==> config.mk <==
export PLATFORM = sky130hd
export DESIGN_NAME = baud_div_chain
export DESIGN_NICKNAME = d
export VERILOG_FILES = /design/src/rtl/baud_chain_pkg.sv /design/src/rtl/baud_tick_divider.sv /design/src/rtl/baud_meas_counter.sv /design/src/rtl/baud_div_chain.sv
export SDC_FILE = /design/constraint.sdc
export NUM_CORES = 1
export LEC_CHECK = 0
export ABC_CLOCK_PERIOD_IN_PS = 5240
export BUFFER_PORTS_ARGS = -buffer_cell sky130_fd_sc_hd__buf_2
export CORE_ASPECT_RATIO = 1.1
export CORE_MARGIN = 1
export CORE_UTILIZATION = 60
export DETAILED_ROUTE_END_ITERATION = 8
export PLACE_DENSITY = 0.85
export SLEW_MARGIN = 40
export SYNTH_ARGS = -nofsm -noshare
export SYNTH_HDL_FRONTEND = slang
export SYNTH_SLANG_ARGS = --single-unit
==> constraint.sdc <==
create_clock -name clk -period 5.24 [get_ports clk]
set_input_delay 0.786 -clock clk [delete_from_list [all_inputs] [get_ports clk]]
set_output_delay 0.786 -clock clk [all_outputs]
set_load 0.02 [all_outputs]
==> src/rtl/baud_chain_pkg.sv <==
package baud_chain_pkg;
  typedef enum logic [1:0] {
    SRC_DIV  = 2'd0,
    SRC_PROT = 2'd1,
    SRC_SCLK = 2'd2,
    SRC_REF  = 2'd3
  } samp_src_e;

  // choose which strobe acts as the sample clock
  function automatic logic pick_sample(input samp_src_e s, input logic d,
                                       input logic p, input logic x,
                                       input logic r);
    logic o;
    case (s)
      SRC_DIV:  o = d;
      SRC_PROT: o = p;
      SRC_SCLK: o = x;
      default:  o = r;
    endcase
    return o;
  endfunction

  // number of input strobes consumed per output strobe
  function automatic int strobes_per_out(input int ratio);
    return ratio + 1;
  endfunction
endpackage

==> src/rtl/baud_tick_divider.sv <==
module baud_tick_divider #(
  parameter int W = 4
) (
  input  logic         clk,
  input  logic         rst_n,
  input  logic         en,
  input  logic         in_tick,
  input  logic [W-1:0] ratio,
  output logic         out_tick
);
  logic [W-1:0] cnt_q;
  logic [W-1:0] act_q;
  logic         term;

  assign term     = en && in_tick && (cnt_q == act_q);
  assign out_tick = term;

  always_ff @(posedge clk or negedge rst_n) begin
    if (!rst_n) begin
      cnt_q <= '0;
      act_q <= '0;
    end else if (!en) begin
      cnt_q <= '0;
      act_q <= ratio;
    end else if (in_tick) begin
      if (term) begin
        cnt_q <= '0;
        act_q <= ratio;
      end else begin
        cnt_q <= cnt_q + 1'b1;
      end
    end
  end


  out_only_on_in_chk: assert property (@(posedge clk) disable iff (!rst_n)
    out_tick |-> in_tick);

  ratio_hold_chk: assert property (@(posedge clk) disable iff (!rst_n)
    (en && !out_tick) |=> $stable(act_q));

  cnt_bound_chk: assert property (@(posedge clk) disable iff (!rst_n)
    en |-> (cnt_q <= act_q));
endmodule

==> src/rtl/baud_meas_counter.sv <==
module baud_meas_counter #(
  parameter int W = 10
) (
  input  logic         clk,
  input  logic         rst_n,
  input  logic         en,
  input  logic         src_sel,
  input  logic         prot_tick,
  input  logic         div_tick,
  output logic [W-1:0] count
);
  logic step;

  assign step = en && (src_sel ? div_tick : prot_tick);

  always_ff @(posedge clk or negedge rst_n) begin
    if (!rst_n)    count <= '0;
    else if (!en)  count <= '0;
    else if (step) count <= count + 1'b1;
  end


  meas_step_chk: assert property (@(posedge clk) disable iff (!rst_n)
    step |=> (count == W'($past(count) + 1'b1)));

  meas_clear_chk: assert property (@(posedge clk) disable iff (!rst_n)
    !en |=> (count == '0));
endmodule

==> src/rtl/baud_div_chain.sv <==
module baud_div_chain #(
  parameter int DIV_W  = 10,
  parameter int PRE_W  = 2,
  parameter int DEN_W  = 5,
  parameter int MEAS_W = 10
) (
  input  logic              clk,
  input  logic              rst_n,
  input  logic              chain_en,
  input  logic              ref_tick,
  input  logic              sclk_tick,
  input  logic              half_sel,
  input  logic [DIV_W-1:0]  div_ratio,
  input  logic [1:0]        samp_sel,
  input  logic [PRE_W-1:0]  pre_ratio,
  input  logic [DEN_W-1:0]  den_ratio,
  input  logic              meas_en,
  input  logic              meas_sel,
  output logic              proto_tick,
  output logic              div_tick,
  output logic              samp_tick,
  output logic              pre_tick,
  output logic              bit_tick,
  output logic [MEAS_W-1:0] meas_count
);
  import baud_chain_pkg::*;

  samp_src_e src;
  assign src = samp_src_e'(samp_sel);

  baud_tick_divider #(.W(1)) u_proto (
    .clk(clk), .rst_n(rst_n), .en(chain_en), .in_tick(ref_tick),
    .ratio(half_sel), .out_tick(proto_tick));

  baud_tick_divider #(.W(DIV_W)) u_div (
    .clk(clk), .rst_n(rst_n), .en(chain_en), .in_tick(proto_tick),
    .ratio(div_ratio), .out_tick(div_tick));

  assign samp_tick = chain_en &&
                     pick_sample(src, div_tick, proto_tick, sclk_tick, ref_tick);

  baud_tick_divider #(.W(PRE_W)) u_pre (
    .clk(clk), .rst_n(rst_n), .en(chain_en), .in_tick(samp_tick),
    .ratio(pre_ratio), .out_tick(pre_tick));

  baud_tick_divider #(.W(DEN_W)) u_den (
    .clk(clk), .rst_n(rst_n), .en(chain_en), .in_tick(pre_tick),
    .ratio(den_ratio), .out_tick(bit_tick));

  baud_meas_counter #(.W(MEAS_W)) u_meas (
    .clk(clk), .rst_n(rst_n), .en(chain_en && meas_en), .src_sel(meas_sel),
    .prot_tick(proto_tick), .div_tick(div_tick), .count(meas_count));


  idle_quiet_chk: assert property (@(posedge clk) disable iff (!rst_n)
    !chain_en |-> !(proto_tick || div_tick || samp_tick || pre_tick || bit_tick));

  sclk_src_chk: assert property (@(posedge clk) disable iff (!rst_n)
    (samp_sel == 2'd2 && !sclk_tick) |-> !samp_tick);

  chain_order_chk: assert property (@(posedge clk) disable iff (!rst_n)
    bit_tick |-> (pre_tick && samp_tick));
endmodule

# After elaboration in Yosys (flattened, before gate mapping)
# Index checks and enable logic that the tools add are counted.
word_totals:
  register_bits: 46
  latchBits: 0
  ramBits: 0
  mem_bits_ro: 0
  inputBits: 27
  output_inout_bits: 15
  word_cells: 71
  memories: 0
classes:
  add_sub_neg: 5
  mul: 0
  n_div: 0
  n_lt_le_gt_ge: 0
  n_eq_ne: 13
  shift: 0
  muxes: 28
  bitwise: 0
  n_reduce_logical: 16
ops:
  columns: ["cell", "n"]
  rows:
  - ["10-bit 2-to-1 mux", 8]
  - ["5-bit 2-to-1 mux", 6]
  - ["10-bit by 1-bit adder with 10-bit output (second input constant)", 2]
  - ["2-bit 2-to-1 mux", 6]
  - ["2-bit by 1-bit != test with 1-bit output (second input constant)", 6]
  - ["1-bit logical AND", 11]
  - ["10-bit equality test", 1]
  - ["2-bit AND reduction", 4]
  - ["1-bit 2-to-1 mux", 7]
  - ["5-bit by 1-bit adder with 5-bit output (second input constant)", 1]
  - ["5-bit equality test", 1]
  - ["1-bit one-hot mux with 3 select lines", 1]
  - ["2-bit by 1-bit adder with 2-bit output (second input constant)", 1]
  - ["2-bit by 1-bit equality test with 1-bit output (second input constant)", 1]
  - ["2-bit equality test", 1]
  - ["2-bit equality test (second input constant)", 1]
  - ["2-bit zero test", 1]
  - ["2-bit != test (second input constant)", 1]
  - ["1-bit adder (second input constant)", 1]
  - ["1-bit equality test", 1]

# Depth between registers and ports, before layout
# Gate-level depths: netlist (run 1).
logic_depth:
  ltp_word: 13
  ltp_mapped: 8
  ltp_nobuf: 6

# Cells and area by module
# Synthesis (run 1) repeated with hierarchy kept, for this count alone.
hier_totals:
  hier_cells: 226
  area_unflattened_um2: 2438.6
by_module_without_submodules:
  columns: ["module", "n_inst", "cells_per_inst", "area_each_um2"]
  rows:
  - ["baud_tick_divider at u_div", 1, 84, 1001.0]
  - ["baud_meas_counter", 1, 52, 525.5]
  - ["baud_tick_divider at u_den", 1, 45, 513.0]
  - ["baud_tick_divider at u_pre", 1, 29, 251.5]
  - ["baud_tick_divider at u_proto", 1, 13, 112.6]
  - ["baud_div_chain", 1, 3, 35.0]

# Worst setup path after synthesis (run 1)
# No wires, ideal clock.
synth_timing:
  path_type: "input -> output"
  startpoint: "input chain_en"
  endpoint: "output bit_tick"
  t_arrival_ns: 2.292
  slack_ns: 2.162
  path_stages: 7
  path_cell_list: "buf_4 and2_1 nand4_2 nor4b_4 o21ai_2 buf_2 nor3_1"
synth_via:
  elab_chain_len: 10
synth_rtl:
  columns: ["element", "line", "source"]
  rows:
  - ["start, declared", "baud_div_chain.sv:9", "input logic chain_en,"]
  - ["1-bit logical AND (4 in series)", "baud_tick_divider.sv:15", "assign term = en && in_tick && (cnt_q == act_q);"]
  - ["1-bit one-hot mux with 3 select lines", "baud_chain_pkg.sv:14", "case (s)"]
  - ["1-bit logical AND", "baud_div_chain.sv:39", "assign samp_tick = chain_en &&"]
  - ["1-bit logical AND (2 in series)", "baud_tick_divider.sv:15", null]
  - ["1-bit logical AND (*) (2 in series)", "baud_tick_divider.sv:15", null]
  - ["end, declared", "baud_div_chain.sv:23", "output logic bit_tick,"]
# Mark *: on every way between the ends. The rest lies on a longest branch, timed or not.

# Worst setup path in the final report (run 1)
# Ends and elaborated chain as after synthesis.

==> results.md, run 1 <==
* Post-DP Area at 2630 um2
* Final Worst Setup Slack at ~2200 ps
* Syn avg cell area at 10.5 um2
* Io pins at 42
* Status: complete, no violations
* Maximum vdd ir drop at around 220 uV
* Clk slew on worst S/H paths at 80 ps
* Post-synthesis cell type count at 39
* CP Buf/Inv Count at 2
* Routability congestion estimate at ~0.84
* Startpoint Class: input port
* Seq cells post-synth at 46
* Synth Cell Area at around 2400 um2
* Worst Setup End Kind: output port
* Die Area at roughly 4300 um2
* Max stage delay on crit path at 330 ps
* Hold WS at between 400 and 500 ps
* Worst-margin pin slew at 789 ps
* Ant. Diodes at 0
* Detailed Route WL at 4620 um
* TritonCTS buffer count at 5
* Kind of critical path: input port to output port
* Hold_buf cts at 0
* # setup viols final at 0
* Slew HR at 0.474
* DRT Pass-1 Iters at 5
* Routed length per placed instance at about 14 um
* Slowest cell on crit path: nor4b_4
* Fill cells at 294
* HP Class: input port to async pin
* Final Cell Area at 2740 um2
* Antenna Nets Post-Route at 0
* Ratio of final minimum period to clock period at 0.582
* Crit path required time at 4450 ps
* Final Max Tran Viols at 0
* Leading area contributor after synthesis: dfrtp_1
* R2R depth at 5
* R2R Path Start: u_div.cnt_q[4]
* Die width at 62.3 um
* Hold Vio Cnt, Final at 0
* Core Area at 3740 um2
* Max cap viols at 0
* Post-Synthesis Cells at 228
* Post_cts resized at 0
* Worst path top cell family by delay: simple AND/OR/NAND/NOR gates
* Min Tclk post-route at 3050 ps
* Flop2flop setup slack at approximately 2700 ps
* Proportion of netlist area held by the largest area contributor at 0.479
* Initial Util at 0.642
* Syn-to-layout area delta at 13.9%
* CTS Sinks at 46
* DRT iter0 DRCs at 109
* Largest net degree at the start of global routing at 47
* Power density over the cells at 274 nW/um2
* Crit Path Max Fanout at 13
* Final Util at 0.732
* Most common cell after layout, fill and taps aside: dfrtp_1
* Vias in the first global route at around 1700
* Worst Skew at 5.38 ps
* Met3 wire length at between 100 and 150 um
* Register area share after synthesis at 0.479
* Nets at between 200 and 300
* Unrepaired setup endpoints after global routing: false
* Commonest non-fill, non-tap cells in the layout: 46 x dfrtp_1, 40 x buf_2, 20 x nor2_1
* Post-synthesis net count at between 200 and 300
* Ys Warns at 0
* Top Metal Used: met4
* Grt total ovfl at 0
* TritonCTS clock tree: built
* H-tree depth at 2
* DRC viols at 0
* Leakage power at 1.23 nW
* Most used cell, CP: buf_2
* Metal2 WL at 2290 um
* Total power at 749 uW
* RR Endpoint: u_div.act_q[6]
* Via Count at roughly 1800
* Crit path launch: chain_en
* Pre-CTS setup slack at 2210 ps
* Clk root buf: clkbuf_8
* Final instance count without filler cells at 319
* Fmax at 0.328 GHz
* Layout cells sized above 1 at 0.290
* Number of synthesized flops with an enable pin at 0
* Vias per inst at between 5 and 6
* Critical Path Sink: bit_tick
* IO Port Bufs at about 40
* Stages on worst setup path at 7
* Worst skew pair latency at 300 ps
* # rows at 23
* CP arrival at 2260 ps
* Async S/R FF share, synth at 1.00
* Cells after DPL at between 300 and 400
* DRT met1 WL at 2110 um
* First-pass GRT wire length at 7710 um
* Area contributors post-synth: dfrtp_1 48%, mux2_2 8.9%, xnor2_1 4.7%, xor2_1 4.0%, a21oi_1 3.7%
* Setup bufs post-CTS at 0
* Antenna violations before repair at 0
* Top FF cell, synth: dfrtp_1
* Total GRT Usage at 0.239
* Die height at 68.4 um
* Final setup TNS at 0 ps
* Critical path, cell by cell: buf_2 -> and2_1 -> nand4_2 -> nor4b_4 -> o21ai_2 -> nor3_1 -> buf_2
* CTS Buffer Depth at 2
* Post-DP HPWL at about 3300 um
==> cell families after synthesis <==
logic type      Yosys count  synth area share
mux                      21            0.0973
flops                    46             0.479
compound gates           41            0.0968
xor+xnor                 26             0.101
buf+inv                  11            0.0234
simple gates             80             0.187
fa+ha+maj                 3            0.0156
==> how the worst min path moves through the flow <==
stage / start / end / depth (start not counted) / slack (ps)
CTS: rst_n / u_den.cnt_q[4] / 1 / 500
finish: rst_n / u_den.cnt_q[4] / 1 / 480
floorplan: rst_n / u_den.act_q[0] / 0 / 490
global route: rst_n / u_den.cnt_q[4] / 1 / 520
detailed placement: u_div.act_q[8] / u_div.act_q[8] / 1 / 520
global placement: u_den.act_q[1] / u_den.act_q[1] / 1 / 510
==> routing by layer <==
metal,global-route usage,vias up
li1,-,882
met1,0.285,880
met2,0.434,36
met3,0.0550,7
met4,0.0814,0
met5,0,-
==> flip-flops by register name, summed over array words and instances, names as in the netlist <==
signal         count
u_div.act_q       10
u_proto.cnt_q      1
u_div.cnt_q       10
u_pre.act_q        2
u_den.cnt_q        5
u_meas.count      10
u_den.act_q        5
u_proto.act_q      1
u_pre.cnt_q        2
==> report_power, final <==
| group | switching [mW] | internal (mW) |
|---|---|---|
| clock | 0.118 | 0.140 |
| sequential | 0.0190 | 0.374 |
| combinational | 0.0515 | 0.0467 |
| total | 0.189 | 0.561 |
==> final cells by class <==
cell class	instances	area [um2]	share of cell area
tap	50	62.6	0.0229
sequential	46	1150	0.420
multi-input combinational	171	1200	0.437
inverter	3	11.3	0.00411
timing repair buffer	41	208	0.0759
clock inverter	3	40.0	0.0146
clock buffer	5	68.8	0.0251
==> Yosys cell counts (3+ instances only) <==
cell type	count
nand2_1	15
ha_1	3
o21ai_0	15
nand3_1	5
or3_1	10
a21oi_1	18
nor2b_1	3
xnor2_1	13
nor3_1	4
and2_1	3
nand4_1	8
xor2_1	11
nor2_1	20
dfrtp_1	46
buf_4	3
mux2_2	19
inv_1	3
==> worst register-to-register path, cell delays in order, from the launching register on <==
cell and delay, ps:
dfrtp_1 480, xnor2_1 190, nand4_1 250, nor3_4 410
nand2b_1 680, mux2_2 420
Note: power is estimated with default switching activity, not from simulation.
==> run 2: changes to the inputs <==
--- a/config.mk
+++ b/config.mk
@@ -5,13 +5,13 @@
 export SDC_FILE = /design/constraint.sdc
 export NUM_CORES = 1
 export LEC_CHECK = 0
-export ABC_CLOCK_PERIOD_IN_PS = 5240
+export ABC_CLOCK_PERIOD_IN_PS = 3000
 export BUFFER_PORTS_ARGS = -buffer_cell sky130_fd_sc_hd__buf_2
 export CORE_ASPECT_RATIO = 1.1
 export CORE_MARGIN = 1
-export CORE_UTILIZATION = 60
+export CORE_UTILIZATION = 55
 export DETAILED_ROUTE_END_ITERATION = 8
-export PLACE_DENSITY = 0.85
+export PLACE_DENSITY = 0.79
 export SLEW_MARGIN = 40
 export SYNTH_ARGS = -nofsm -noshare
 export SYNTH_HDL_FRONTEND = slang
==> constraint.sdc (replaced) <==
create_clock -name clk -period 3 [get_ports clk]
set_input_delay 0.45 -clock clk [delete_from_list [all_inputs] [get_ports clk]]
set_output_delay 0.45 -clock clk [all_outputs]
set_load 0.02 [all_outputs]
==> run 2 against run 1 <==
Against the previous run: combinational power rose by 75%; clock power rose by 110%; global-route usage fell by 2.0 points; critical path depth fell by 1; power rose by 88%; hold slack got worse by 340 ps; clock skew rose by 2.8 ps; die area rose by 8.8%; clock-buffer cell count did not move; sequential power rose by 75%; final area rose by 1.7%; register-to-register slack got worse by 2000 ps; critical endpoint unchanged; largest power group unchanged.
==> results.md, run 2 (synthesis gave the netlist of run 1 again) <==
* Status: complete, no violations
* Top Registers: u_div.act_q: 10 flops, u_div.cnt_q: 10 flops, u_meas.count: 10 flops
* Startpoint Class: register
* Logic pwr share at 0.123 (-0.008)
* DRT Pass-1 Iters at 6 (+1)
* Syn-to-layout area delta at 15.8%
* Clk slew on worst S/H paths at 90 ps (about the same)
* Crit Path Max Fanout at 13 (unchanged)
* Vias per inst at 5.64 (-0.31%)
* CP arrival at 2120 ps (-140 ps)
* Min Tclk post-route at 2570 ps
* Maximum vdd ir drop at 438 uV (+100%)
* Leakage power at 1.26 nW (+1.7%)
* Die Area at 4640 um2 (+8.8%)
* Sw Share at 0.239 (-0.0123)
* Worst Setup End Kind: output port
* Die height at 71.3 um (+4.3%)
* HP Class: input port to async pin
* Final Worst Setup Slack at 427 ps (-1770 ps)
* Largest net degree at the start of global routing at 47 (unchanged)
* CTS Buffer Depth at 2 (unchanged)
* First-pass GRT wire length at 7710 um (unchanged)
* Fmax at 0.389 GHz
* IO Port Bufs at 41 (unchanged)
* Post_cts resized at 0 (unchanged)
* Kind of critical path: register to output port
* Area of the multi-input gates at 1200 um2 (unchanged)
* Power density over the cells at 505 nW/um2 (+84%)
* DRT iter0 DRCs at 127 (+17%)
* Ant. Diodes at 0 (unchanged)
* Antenna violations before repair at 0 (unchanged)
* Die width at 65.0 um (+4.3%)
* Commonest non-fill, non-tap cells in the layout: 46 x dfrtp_1, 40 x buf_2, 20 x nor2_1
* TritonCTS clock tree: built
* Crit path required time at 2550 ps (-1900 ps)
* Flop pwr share at 0.488 (-0.036)
* Fill cells at 336 (+14%)
* DRC viols at 0 (unchanged)
* Routed length per placed instance at 14.5 um (about the same)
* # setup viols final at 0 (unchanged)
* Worst Skew at 8.21 ps (+2.83 ps)
* Clk root buf: clkbuf_8
* Post-DP HPWL at 3340 um (+0.30%)
* Max cap viols at 0 (unchanged)
* Io pins at 42 (unchanged)
* Ratio of final minimum period to clock period at 0.858
* Final Max Tran Viols at 0 (unchanged)
* Final Util at 0.682 (-0.0501)
* Total GRT Usage at 0.219 (-0.0201)
* Pre-CTS setup slack at 613 ps (-1590 ps)
* P_int at 1.07 mW (+91%)
* TritonCTS buffer count at 5 (unchanged)
* Vias in the first global route at 1768 (+2.6%)
* Hold Vio Cnt, Final at 0 (unchanged)
* Routability congestion estimate at 0.771 (-7.8%)
* # rows at 24 (+4.3%)
* Unrepaired setup endpoints after global routing: false
* Grt total ovfl at 0 (unchanged)
* Detailed Route WL at 4670 um (+1.3%)
* Worst skew pair latency at 300 ps (about the same)
* Layout cells sized above 1 at 0.295 (+0.00524)
* Clock Power Share at 0.389 (+0.044)
* Final setup TNS at 0 ps (unchanged)
* Initial Util at 0.589 (-0.0539)
* Slew HR at 0.621 (+0.147)
* CTS Sinks at 46 (unchanged)
* Setup bufs post-CTS at 0 (unchanged)
* H-tree depth at 2 (unchanged)
* Most common cell after layout, fill and taps aside: dfrtp_1
* Worst-margin pin slew at 569 ps (-221 ps)
* Antenna Nets Post-Route at 0 (unchanged)
* Reg area at 1150 um2 (unchanged)
* Net Sw Power at 336 uW (+78%)
* Nets at 300 (+0.67%)
* Via Count at 1822 (+0.94%)
* Hold_buf cts at 0 (unchanged)
* Core Area at 4080 um2 (+9.2%)
## run 2: cell count changes in the layout (fill, tap and decap cells not counted), sizes merged
cell / before / now
buf: 41 / 43
bufinv: 1 / 2
clkinv: 2 / 1
## run 2: area by class of cell
| cell class | instances | area share |
|---|---|---|
| inverters | 3 | 0.00404 |
| flip-flops and latches | 46 | 0.413 |
| well taps | 52 | 0.0234 |
| repair buffers | 43 | 0.0800 |
| clock inverters | 3 | 0.0247 |
| clock buffers | 5 | 0.0247 |
| multi-input cells | 171 | 0.430 |
## run 2: per-layer routing
metal	part of all wire	vias up	wire, um	GRT usage
met5	0	-	0	0
met4	0.014	0	64	0.0725
li1	-	890	-	-
met2	0.51	35	2380	0.398
met1	0.44	891	2050	0.252
met3	0.037	6	173	0.0510
## run 2: through the flow
| step | cells | total power [mW] | hold slack, ps | area, um2 |
|---|---|---|---|---|
| after CTS | 323 | 1.42 | 156 | 2780 |
| after global placement | 315 | 0.865 | 512 | 2640 |
| after detailed placement | 315 | 0.873 | 487 | 2650 |
| after floorplan | 228 | 0.815 | 154 | 2400 |
| final | 323 | 1.41 | 133 | 2780 |
| after global routing | 323 | 1.47 | 177 | 2780 |
## run 2: critical path: stages, from the launching register on
cell and delay [ps]:
dfrtp_1 430, xnor2_2 270, nand4_2 210, nor4b_4 320, o21ai_2 200, nor3_1 200
buf_2 190
## run 2: worst paths after layout
check	start	end	slack, ps	depth (start not counted)
min	rst_n	u_den.cnt_q[2]	130	1
max	u_proto.act_q	bit_tick	430	6
max in group asynchronous	rst_n	u_div.cnt_q[8]	2470	1
max reg2reg	u_proto.act_q	u_div.act_q[4]	730	5
min reg2reg	u_div.act_q[1]	u_div.act_q[1]	540	1
min in group clk	den_ratio[3]	u_den.act_q[3]	370	2
## run 2: power by group through the flow
stage	Clock [mW]	Combinational, mW	Sequential [mW]
5_1_grt	0.580	0.194	0.692
3_5_place_dp	0	0.174	0.699
2_1_floorplan	0	0.124	0.691
6_report	0.547	0.172	0.687
4_1_cts	0.560	0.175	0.687
3_3_place_gp	0	0.168	0.697
==> run 3: changes to the inputs <==
--- a/config.mk
+++ b/config.mk
@@ -11,6 +11,7 @@
 export CORE_MARGIN = 1
 export CORE_UTILIZATION = 55
 export DETAILED_ROUTE_END_ITERATION = 8
+export GPL_TIMING_DRIVEN = 0
 export PLACE_DENSITY = 0.79
 export SLEW_MARGIN = 40
 export SYNTH_ARGS = -nofsm -noshare
==> run 3 against run 2 <==
Against the previous run: maximum frequency shrank 3.4%; largest cell class unchanged; first-iteration DRC count shrank 9.4%; critical endpoint unchanged; highest routed layer unchanged; critical path depth grew 1.
==> results.md, run 3 (synthesis gave the netlist of run 1 again) <==
* Routed length per placed instance at 13.8 um (-4.4%)
* TritonCTS buffer count at 5 (unchanged)
* Worst-margin pin slew at 590 ps (+20.9 ps)
* Area of the multi-input gates at 1200 um2 (unchanged)
* Crit Path Max Fanout at 10 (-3)
* Kind of critical path: register to output port
* Post-DP HPWL at 3270 um (-2.1%)
* Reg area at 1150 um2 (unchanged)
* Post_cts resized at 0 (unchanged)
* Worst Setup End Kind: output port
* Worst skew pair latency at 290 ps (about the same)
* Clk root buf: clkbuf_8
* Status: complete, no violations
* Final Max Tran Viols at 0 (unchanged)
* Pre-CTS setup slack at 555 ps (-58.2 ps)
* Io pins at 42 (unchanged)
* Fmax at 0.375 GHz (-3.4%)
* Top Registers: u_div.act_q: 10 flops, u_div.cnt_q: 10 flops, u_meas.count: 10 flops
* Core Area at 4080 um2 (unchanged)
* Routability congestion estimate at 0.781 (+1.4%)
* Met2 Track Usage GR at 0.384 (-0.0139)
* # rows at 24 (unchanged)
* Die width at 65.0 um (unchanged)
* # setup viols final at 0 (unchanged)
* Initial Util at 0.589 (unchanged)
* TritonCTS clock tree: built
* Total GRT Usage at 0.217 (-0.00284)
* Die height at 71.3 um (unchanged)
* Antenna Nets Post-Route at 0 (unchanged)
* Startpoint Class: register
* CP arrival at 2210 ps (+90 ps)
* Leakage power at 1.25 nW (-0.37%)
* Met1 usage at 0.252 (-0.000256)
* Max cap viols at 0 (unchanged)
* Ratio of final minimum period to clock period at 0.888 (+0.0302)
* Most Crowded Layer GR: met2
* Fill cells at 352 (+4.8%)
* Vias per inst at 5.59 (-0.82%)
* Grt total ovfl at 0 (unchanged)
* Detailed Route WL at 4540 um (-2.9%)
* Setup bufs post-CTS at 0 (unchanged)
* Met3 usage at 0.0525 (+0.00159)
* CTS Sinks at 46 (unchanged)
* Most common cell after layout, fill and taps aside: dfrtp_1
* Hold_buf cts at 0 (unchanged)
* Worst Skew at 6.50 ps (-1.71 ps)
* Syn-to-layout area delta at 14.9%
* Power density over the cells at 448 nW/um2 (-11%)
* Maximum vdd ir drop at 326 uV (-26%)
* DRC viols at 0 (unchanged)
* Crit path required time at 2550 ps (about the same)
* Final Worst Setup Slack at 336 ps (-90.5 ps)
* Via Count at 1835 (+0.71%)
* IO Port Bufs at 40 (-2.4%)
* Antenna violations before repair at 0 (unchanged)
* Unrepaired setup endpoints after global routing: false
* Vias in the first global route at 1744 (-1.4%)
* H-tree depth at 2 (unchanged)
* Clk slew on worst S/H paths at 80 ps (about the same)
* Slew HR at 0.604 (-0.0169)
* HP Class: input port to async pin
* CTS Buffer Depth at 2 (unchanged)
* First-pass GRT wire length at 7580 um (-1.6%)
* Final setup TNS at 0 ps (unchanged)
* Hold Vio Cnt, Final at 0 (unchanged)
* DRT iter0 DRCs at 115 (-9.4%)
* Ant. Diodes at 0 (unchanged)
* DRT Pass-1 Iters at 4 (-2)
* Nets at 305 (+1.7%)
* Die Area at 4640 um2 (unchanged)
* Layout cells sized above 1 at 0.297 (+0.00190)
* Commonest non-fill, non-tap cells in the layout: 46 x dfrtp_1, 41 x buf_2, 20 x nor2_1
* Largest net degree at the start of global routing at 47 (unchanged)
* Min Tclk post-route at 2660 ps (+90.5 ps)
## run 3: cell types whose count changed in the layout (fill, tap and decap cells not counted), sizes merged
| cell | delta |
|---|---|
| clkbuf | +5 |
| bufinv | -2 |
| buf | +2 |
## run 3: path summary, 6_finish.rpt
| check | startpoint | to | slack, ps | cells past startpoint |
|---|---|---|---|---|
| max in group asynchronous | rst_n | u_pre.cnt_q[0] | 2450 | 1 |
| max reg2reg | u_proto.act_q | u_div.act_q[8] | 720 | 7 |
| min | rst_n | u_den.cnt_q[1] | 140 | 1 |
| min in group clk | den_ratio[1] | u_den.act_q[1] | 380 | 2 |
| max | u_proto.act_q | bit_tick | 340 | 7 |
| min reg2reg | u_den.act_q[1] | u_den.act_q[1] | 530 | 1 |
## run 3: metal layers
metal | share of wire | vias up
li1 | - | 904
met1 | 0.45 | 890
met2 | 0.50 | 34
met3 | 0.041 | 7
met4 | 0.015 | 0
met5 | 0 | -
## run 3: final cells by class
class                      count  share of cell area
multi-input combinational    171               0.433
sequential                    46               0.417
timing repair buffer          40              0.0734
clock buffer                   7              0.0312
tap                           52              0.0236
buffer                         8              0.0163
inverter                       3             0.00408
clock inverter                 1             0.00181
## run 3: worst max-delay path, cell delays in order (launching register included)
cell	delay, ps
dfrtp_1	420
xnor2_2	270
nand4_2	210
nor4b_4	340
o21ai_2	120
buf_2	190
nor3_1	180
buf_2	190
## run 3: power by group
group | switching (mW) | internal [mW] | total (mW)
combinational | 0.0905 | 0.0854 | 0.176
sequential | 0.0326 | 0.653 | 0.686
clock | 0.190 | 0.186 | 0.376
## run 3: per-stage QoR
step | instance area, um2 | cells | hold slack [ps] | power, mW | util
global placement | 2670 | 320 | 512 | 0.868 | 0.653
finish | 2760 | 328 | 143 | 1.24 | 0.676
floorplan | 2400 | 228 | 154 | 0.815 | -
detailed placement | 2670 | 320 | 491 | 0.876 | 0.654
CTS | 2760 | 328 | 162 | 1.26 | 0.676
global route | 2760 | 328 | 183 | 1.30 | 0.676
